File: src/rtl/rtc_alarm_pkg.sv
package rtc_alarm_pkg;
  localparam int unsigned FIELD_W    = 8;
  localparam int unsigned NUM_FIELDS = 4;
  localparam int unsigned RPT_W      = NUM_FIELDS + 1;

  typedef logic [NUM_FIELDS-1:0]         fld_mask_t;
  typedef logic [NUM_FIELDS*FIELD_W-1:0] cal_vec_t;
endpackage

File: src/rtl/rtc_alarm_rpt_decode.sv
module rtc_alarm_rpt_decode #(
  parameter int unsigned NUM_FIELDS = rtc_alarm_pkg::NUM_FIELDS,
  localparam int unsigned RPT_W     = NUM_FIELDS + 1
) (
  input  logic [RPT_W-1:0]      rpt_code,
  output logic [NUM_FIELDS-1:0] fld_mask,
  output logic                  code_legal
);
  // Legal codes: top bit 1, lower bits all ones down to a run of zeros from
  // the LSB side. The zeros mark fields that join the compare (seconds first).
  logic [NUM_FIELDS-1:0] inv_low;
  logic [NUM_FIELDS-1:0] inv_inc;

  always_comb begin
    inv_low    = ~rpt_code[NUM_FIELDS-1:0];
    inv_inc    = inv_low + 1'b1;
    code_legal = rpt_code[RPT_W-1] && ((inv_low & inv_inc) == '0);
    fld_mask   = code_legal ? inv_low : '0;
  end
endmodule

File: src/rtl/rtc_alarm_field_cmp.sv
module rtc_alarm_field_cmp #(
  parameter int unsigned FIELD_W    = rtc_alarm_pkg::FIELD_W,
  parameter int unsigned NUM_FIELDS = rtc_alarm_pkg::NUM_FIELDS,
  localparam int unsigned VEC_W     = FIELD_W * NUM_FIELDS
) (
  input  logic [VEC_W-1:0]      cur_vec,
  input  logic [VEC_W-1:0]      alm_vec,
  input  logic [NUM_FIELDS-1:0] fld_mask,
  output logic                  all_match
);
  logic [NUM_FIELDS-1:0] fld_ok;

  for (genvar g = 0; g < NUM_FIELDS; g++) begin : g_fld
    always_comb begin
      fld_ok[g] = !fld_mask[g] ||
                  (cur_vec[g*FIELD_W +: FIELD_W] == alm_vec[g*FIELD_W +: FIELD_W]);
    end
  end

  always_comb all_match = &fld_ok;
endmodule

File: src/rtl/rtc_alarm_flag_ctl.sv
module rtc_alarm_flag_ctl (
  input  logic clk,
  input  logic rst_n_sync,
  input  logic hit,
  input  logic rd_strobe,
  input  logic pin_allow,
  output logic flag_q,
  output logic latch_q
);
  logic flag_d;
  logic latch_d;
  logic upd_en;

  always_comb begin
    flag_d  = flag_q;
    latch_d = latch_q;
    upd_en  = hit || rd_strobe;
    if (hit) begin
      flag_d = 1'b1;
      if (pin_allow) latch_d = 1'b1;
    end else if (rd_strobe) begin
      if (latch_q) latch_d = 1'b0;
      else         flag_d  = 1'b0;
    end
  end

  always_ff @(posedge clk or negedge rst_n_sync) begin
    if (!rst_n_sync) begin
      flag_q  <= 1'b0;
      latch_q <= 1'b0;
    end else if (upd_en) begin
      flag_q  <= flag_d;
      latch_q <= latch_d;
    end
  end

  AST_LATCH_NEEDS_FLAG: assert property (@(posedge clk) disable iff (!rst_n_sync)
    latch_q |-> flag_q);
  AST_RELEASE_KEEPS_FLAG: assert property (@(posedge clk) disable iff (!rst_n_sync)
    (rd_strobe && !hit && latch_q) |=> (flag_q && !latch_q));
  AST_HIT_WINS_READ: assert property (@(posedge clk) disable iff (!rst_n_sync)
    (hit && rd_strobe) |=> flag_q);
endmodule

File: src/rtl/rtc_alarm_match.sv
module rtc_alarm_match #(
  parameter int unsigned FIELD_W    = rtc_alarm_pkg::FIELD_W,
  parameter int unsigned NUM_FIELDS = rtc_alarm_pkg::NUM_FIELDS,
  localparam int unsigned RPT_W     = NUM_FIELDS + 1,
  localparam int unsigned VEC_W     = FIELD_W * NUM_FIELDS
) (
  input  logic               clk,
  input  logic               rst_n,
  input  logic               sec_tick,
  input  logic [FIELD_W-1:0] cur_date,
  input  logic [FIELD_W-1:0] cur_hour,
  input  logic [FIELD_W-1:0] cur_min,
  input  logic [FIELD_W-1:0] cur_sec,
  input  logic [FIELD_W-1:0] alm_date,
  input  logic [FIELD_W-1:0] alm_hour,
  input  logic [FIELD_W-1:0] alm_min,
  input  logic [FIELD_W-1:0] alm_sec,
  input  logic [RPT_W-1:0]   rpt_code,
  input  logic               flag_en,
  input  logic               bkup_en,
  input  logic               on_backup,
  input  logic               flags_rd,
  output logic               alarm_flag,
  output logic               irq_drive,
  output logic               irq_n
);
  logic                  rst_meta;
  logic                  rst_n_sync;
  logic [VEC_W-1:0]      cur_vec;
  logic [VEC_W-1:0]      alm_vec;
  logic [NUM_FIELDS-1:0] fld_mask;
  logic                  code_legal;
  logic                  all_match;
  logic                  hit;
  logic                  pin_allow;
  logic                  latch_q;

  // Reset asserts at once, deasserts on the second clock edge.
  always_ff @(posedge clk or negedge rst_n) begin
    if (!rst_n) begin
      rst_meta   <= 1'b0;
      rst_n_sync <= 1'b0;
    end else begin
      rst_meta   <= 1'b1;
      rst_n_sync <= rst_meta;
    end
  end

  // Field 0 is seconds; higher indices are coarser units.
  always_comb begin
    cur_vec = {cur_date, cur_hour, cur_min, cur_sec};
    alm_vec = {alm_date, alm_hour, alm_min, alm_sec};
  end

  rtc_alarm_rpt_decode #(.NUM_FIELDS(NUM_FIELDS)) u_dec (
    .rpt_code   (rpt_code),
    .fld_mask   (fld_mask),
    .code_legal (code_legal)
  );

  rtc_alarm_field_cmp #(.FIELD_W(FIELD_W), .NUM_FIELDS(NUM_FIELDS)) u_cmp (
    .cur_vec   (cur_vec),
    .alm_vec   (alm_vec),
    .fld_mask  (fld_mask),
    .all_match (all_match)
  );

  always_comb begin
    hit       = sec_tick && all_match;
    pin_allow = on_backup ? (flag_en && bkup_en) : flag_en;
  end

  rtc_alarm_flag_ctl u_ctl (
    .clk        (clk),
    .rst_n_sync (rst_n_sync),
    .hit        (hit),
    .rd_strobe  (flags_rd),
    .pin_allow  (pin_allow),
    .flag_q     (alarm_flag),
    .latch_q    (latch_q)
  );

  always_comb begin
    irq_drive = latch_q && pin_allow;
    irq_n     = !irq_drive;
  end

  AST_FLAG_ONLY_ON_TICK: assert property (@(posedge clk) disable iff (!rst_n_sync)
    $rose(alarm_flag) |-> $past(sec_tick));
  AST_PIN_NEEDS_FLAG: assert property (@(posedge clk) disable iff (!rst_n_sync)
    irq_drive |-> alarm_flag);
  AST_NORMAL_GATE: assert property (@(posedge clk) disable iff (!rst_n_sync)
    (!on_backup && !flag_en) |-> irq_n);
  AST_BACKUP_GATE: assert property (@(posedge clk) disable iff (!rst_n_sync)
    (on_backup && !(bkup_en && flag_en)) |-> !irq_drive);
  AST_MASK_CONTIG: assert property (@(posedge clk) disable iff (!rst_n_sync)
    ((fld_mask & (fld_mask + 1'b1)) == '0));
  AST_ILLEGAL_ALL_OPEN: assert property (@(posedge clk) disable iff (!rst_n_sync)
    !code_legal |-> (all_match == 1'b1));
endmodule

File: config.mk
export PLATFORM = sky130hd
export DESIGN_NAME = rtc_alarm_match
export DESIGN_NICKNAME = d
export VERILOG_FILES = /design/src/rtl/rtc_alarm_pkg.sv /design/src/rtl/rtc_alarm_rpt_decode.sv /design/src/rtl/rtc_alarm_field_cmp.sv /design/src/rtl/rtc_alarm_flag_ctl.sv /design/src/rtl/rtc_alarm_match.sv
export SDC_FILE = /design/constraint.sdc
export NUM_CORES = 1
export LEC_CHECK = 0
export BUFFER_PORTS_ARGS = -buffer_cell sky130_fd_sc_hd__buf_2
export CORE_MARGIN = 2
export CORE_UTILIZATION = 28
export CTS_BUF_LIST = sky130_fd_sc_hd__clkbuf_16
export DETAILED_ROUTE_END_ITERATION = 7
export GPL_ROUTABILITY_DRIVEN = 1
export PLACE_DENSITY = 0.76
export REMOVE_ABC_BUFFERS = 1
export SLEW_MARGIN = 5
export SYNTH_ARGS = -nofsm -noshare
export SYNTH_HDL_FRONTEND = slang
export SYNTH_HIERARCHICAL = 1
export SYNTH_SLANG_ARGS = --single-unit
File: constraint.sdc
create_clock -name clk -period 0.8 [get_ports clk]
set_input_delay 0.08 -clock clk [delete_from_list [all_inputs] [get_ports clk]]
set_output_delay 0.08 -clock clk [all_outputs]
set_load 0.01 [all_outputs]
==> summary.md <==
| Metric | Value |
|---|---|
| GR Util met1 | 13.21% |
| Via density per instance | 4.343 |
| Sinks on Clock Net | 4 |
| Count of nets left with antenna violations after detail routing | 0 |
| Final wirelength | 1899 um |
| Worst R2R End | u_ctl/flag_q |
| Total chip power | 1565 uW |
| Number of antenna violations at the first check in global routing | 0 |
| Width of the die | 50.02 um |
| Placer's final routability congestion estimate | 0.7237 |
| Share of the core filled with cells in the final layout | 60.48% |
| Yosys warns | 6 |
| Final hold viol count | 0 |
| Leakage dissipation | 0.0005680 uW |
| Worst setup slack for register-to-register paths | -160 ps |
| Initial detailed-routing violation count | 4 |
| Launch instance of the worst register-to-register path | u_ctl/latch_q |
| Max-slew violation count | 0 |
| Maximum number of pins on one net before global-route repair | 4 |
| Non-filler cells, final | 181 |
| Height of the die | 50.02 um |
| Detail-routed net length per standard cell | 10.49 um |
| CORE AREA | 0.001982 mm2 |
| Global routing usage summed across all routing layers | 14.73% |
| Data required time of the critical path | 910 ps |
| Number of remaining DRC errors | 0 |
| Met2 track demand over resource in global routing | 30.70% |
| Wire length of the first global-routing pass | 2918 um |
| Post-synthesis instance area | 593.1 um2 |
| Capturing element type of the critical path | flip-flop |
| Number of vias in the routed layout | 786 |
| Die footprint | 0.002502 mm2 |
| Total of max-cap violations | 0 |
| CTS tree | done |
| Post-Place Cells | 175 |
| Htree depth | 1 |
| Path type of the worst min-delay path | reg2async |
| Post-synthesis cell count | 68 |
| Hpwl dp | 1601 um |
| Cell at the root of the clock tree | clkbuf_16 |
| DRT Pass-1 Iters | 4 |
| Peak supply drop | 1.590 mV |
| Critical path peak fanout | 3 |
| Cts bufs inserted | 3 |
| Number of nets in the layout | 232 |
| Critical path class | in2reg |
| Sum of overflow across all layers after global routing | 0 |
| Status | complete, but fails checks |
| Number of top-level design ports | 79 |
| RSZ-0062 raised after global routing | true |
| Antenna cell count | 0 |
| Min Tclk post-route | 1023 ps |
| Source-to-sink clock delay at the later pin of the worst-skew pair | 220 ps |
| Failing checks | negative setup slack |
| Number of input and output port buffers inserted | 78 |
| Minimum setup slack in the final design | -223.1 ps |
| Largest buffer count on any clock path | 2 |
| Number of global-route vias before repair | 777 |
| Power density over cell area | 1305 mW/mm2 |
| Critical path arrival | 1130 ps |
| Fmax | 0.9774 GHz |
| Clock transition time at the flip-flop clock pins of the worst setup and hold paths | 30 ps |
| Setup violation total in the final timing report | 5 |
| Final Skew | 0.3249 ps |
| Average footprint of a synthesized cell | 8.722 um2 |
| Signed area change from the synthesized netlist to the final layout | 102.1% |
| Effective utilization at floorplan | 29.92% |
| Number of fill cells | 159 |
| Critical Path Start Type | input pin |
| Number of placement rows | 16 |
| Hold Slack | 25.34 ps |
| Final critical-path share of the clock period | 127.9% |
| Share of post-route cells with drive strength above 1 | 61.69% |
| Met3 Resource Use GR | 3.333% |
| Global route hottest layer | met2 |
| Count of cells along the worst register-to-register path | 3 |
## how the worst max path moves through the flow
stage	startpoint	endpoint	slack [ps]	cells after the start
after global placement	rpt_code[0]	u_ctl/latch_q	-490	8
after floorplan	rpt_code[3]	u_ctl/latch_q	-320	7
final	rpt_code[0]	u_ctl/flag_q	-220	7
after detailed placement	rpt_code[0]	u_ctl/latch_q	-570	8
after global routing	rpt_code[0]	u_ctl/flag_q	-260	7
after CTS	rpt_code[0]	u_ctl/flag_q	-240	7
## per-layer routing
metal	share of wire (%)	vias to the layer above
met3	7.1	0
met5	0	-
met2	59	37
met4	0	0
li1	-	406
met1	34	343
## registers in the layout, indices dropped and copies added (netlist names)
signal,flops
rst_meta,1
rst_n_sync,1
u_ctl/flag_q,1
u_ctl/latch_q,1
## cell usage in the layout (no fill, tap or decap), types with 2 or more instances in the layout
| cell type | count |
|---|---|
| buf_2 | 75 |
| buf_4 | 3 |
| buf_6 | 2 |
| buf_8 | 2 |
| clkbuf_16 | 3 |
| dfrtp_1 | 4 |
| inv_2 | 2 |
| nand4_1 | 8 |
| o21ai_1 | 4 |
| o21ai_2 | 2 |
| xnor2_1 | 32 |
## what timing repair did
item	in CTS	in global routing
gates resized for setup	17	2
hold buffers	1	0
pin swaps	4	2
endpoints found under the setup margin	5	5
buffers inserted	2	0
endpoints found under the hold margin	2	0
## power breakdown
group,internal (uW),leakage [uW],switching [uW]
logic,345,0.000484,208
clock network,638,0.0000370,135
registers,225,0.0000466,12.4
total,1210,0.000568,356
## cell type report
| cell class | instances | area (um2) | share of cell area (%) |
|---|---|---|---|
| Clock buffer | 3 | 75.07 | 6.263 |
| Inverter | 3 | 11.26 | 0.9395 |
| Multi-Input combinational cell | 61 | 518.0 | 43.22 |
| Sequential cell | 4 | 100.1 | 8.351 |
| Tap cell | 27 | 33.78 | 2.818 |
| Timing Repair Buffer | 83 | 460.4 | 38.41 |
## per-stage QoR
stage,instance area (um2),TNS (ps),setup slack (ps)
after floorplan,593.1,-641.0,-324.6
after global placement,1032,-967.1,-490.3
after detailed placement,1032,-1103,-566.4
after CTS,1190,-706.7,-240.3
after global routing,1199,-822.8,-256.7
final,1199,-646.8,-223.1
## worst max-delay path, cell delays in order
cell and delay (ps):
buf_8 100, buf_6 110, a2111oi_4 240, o21ai_1 100
and4_1 210, and2_4 140, a21o_1 150
(Power assumes the default switching activity.)
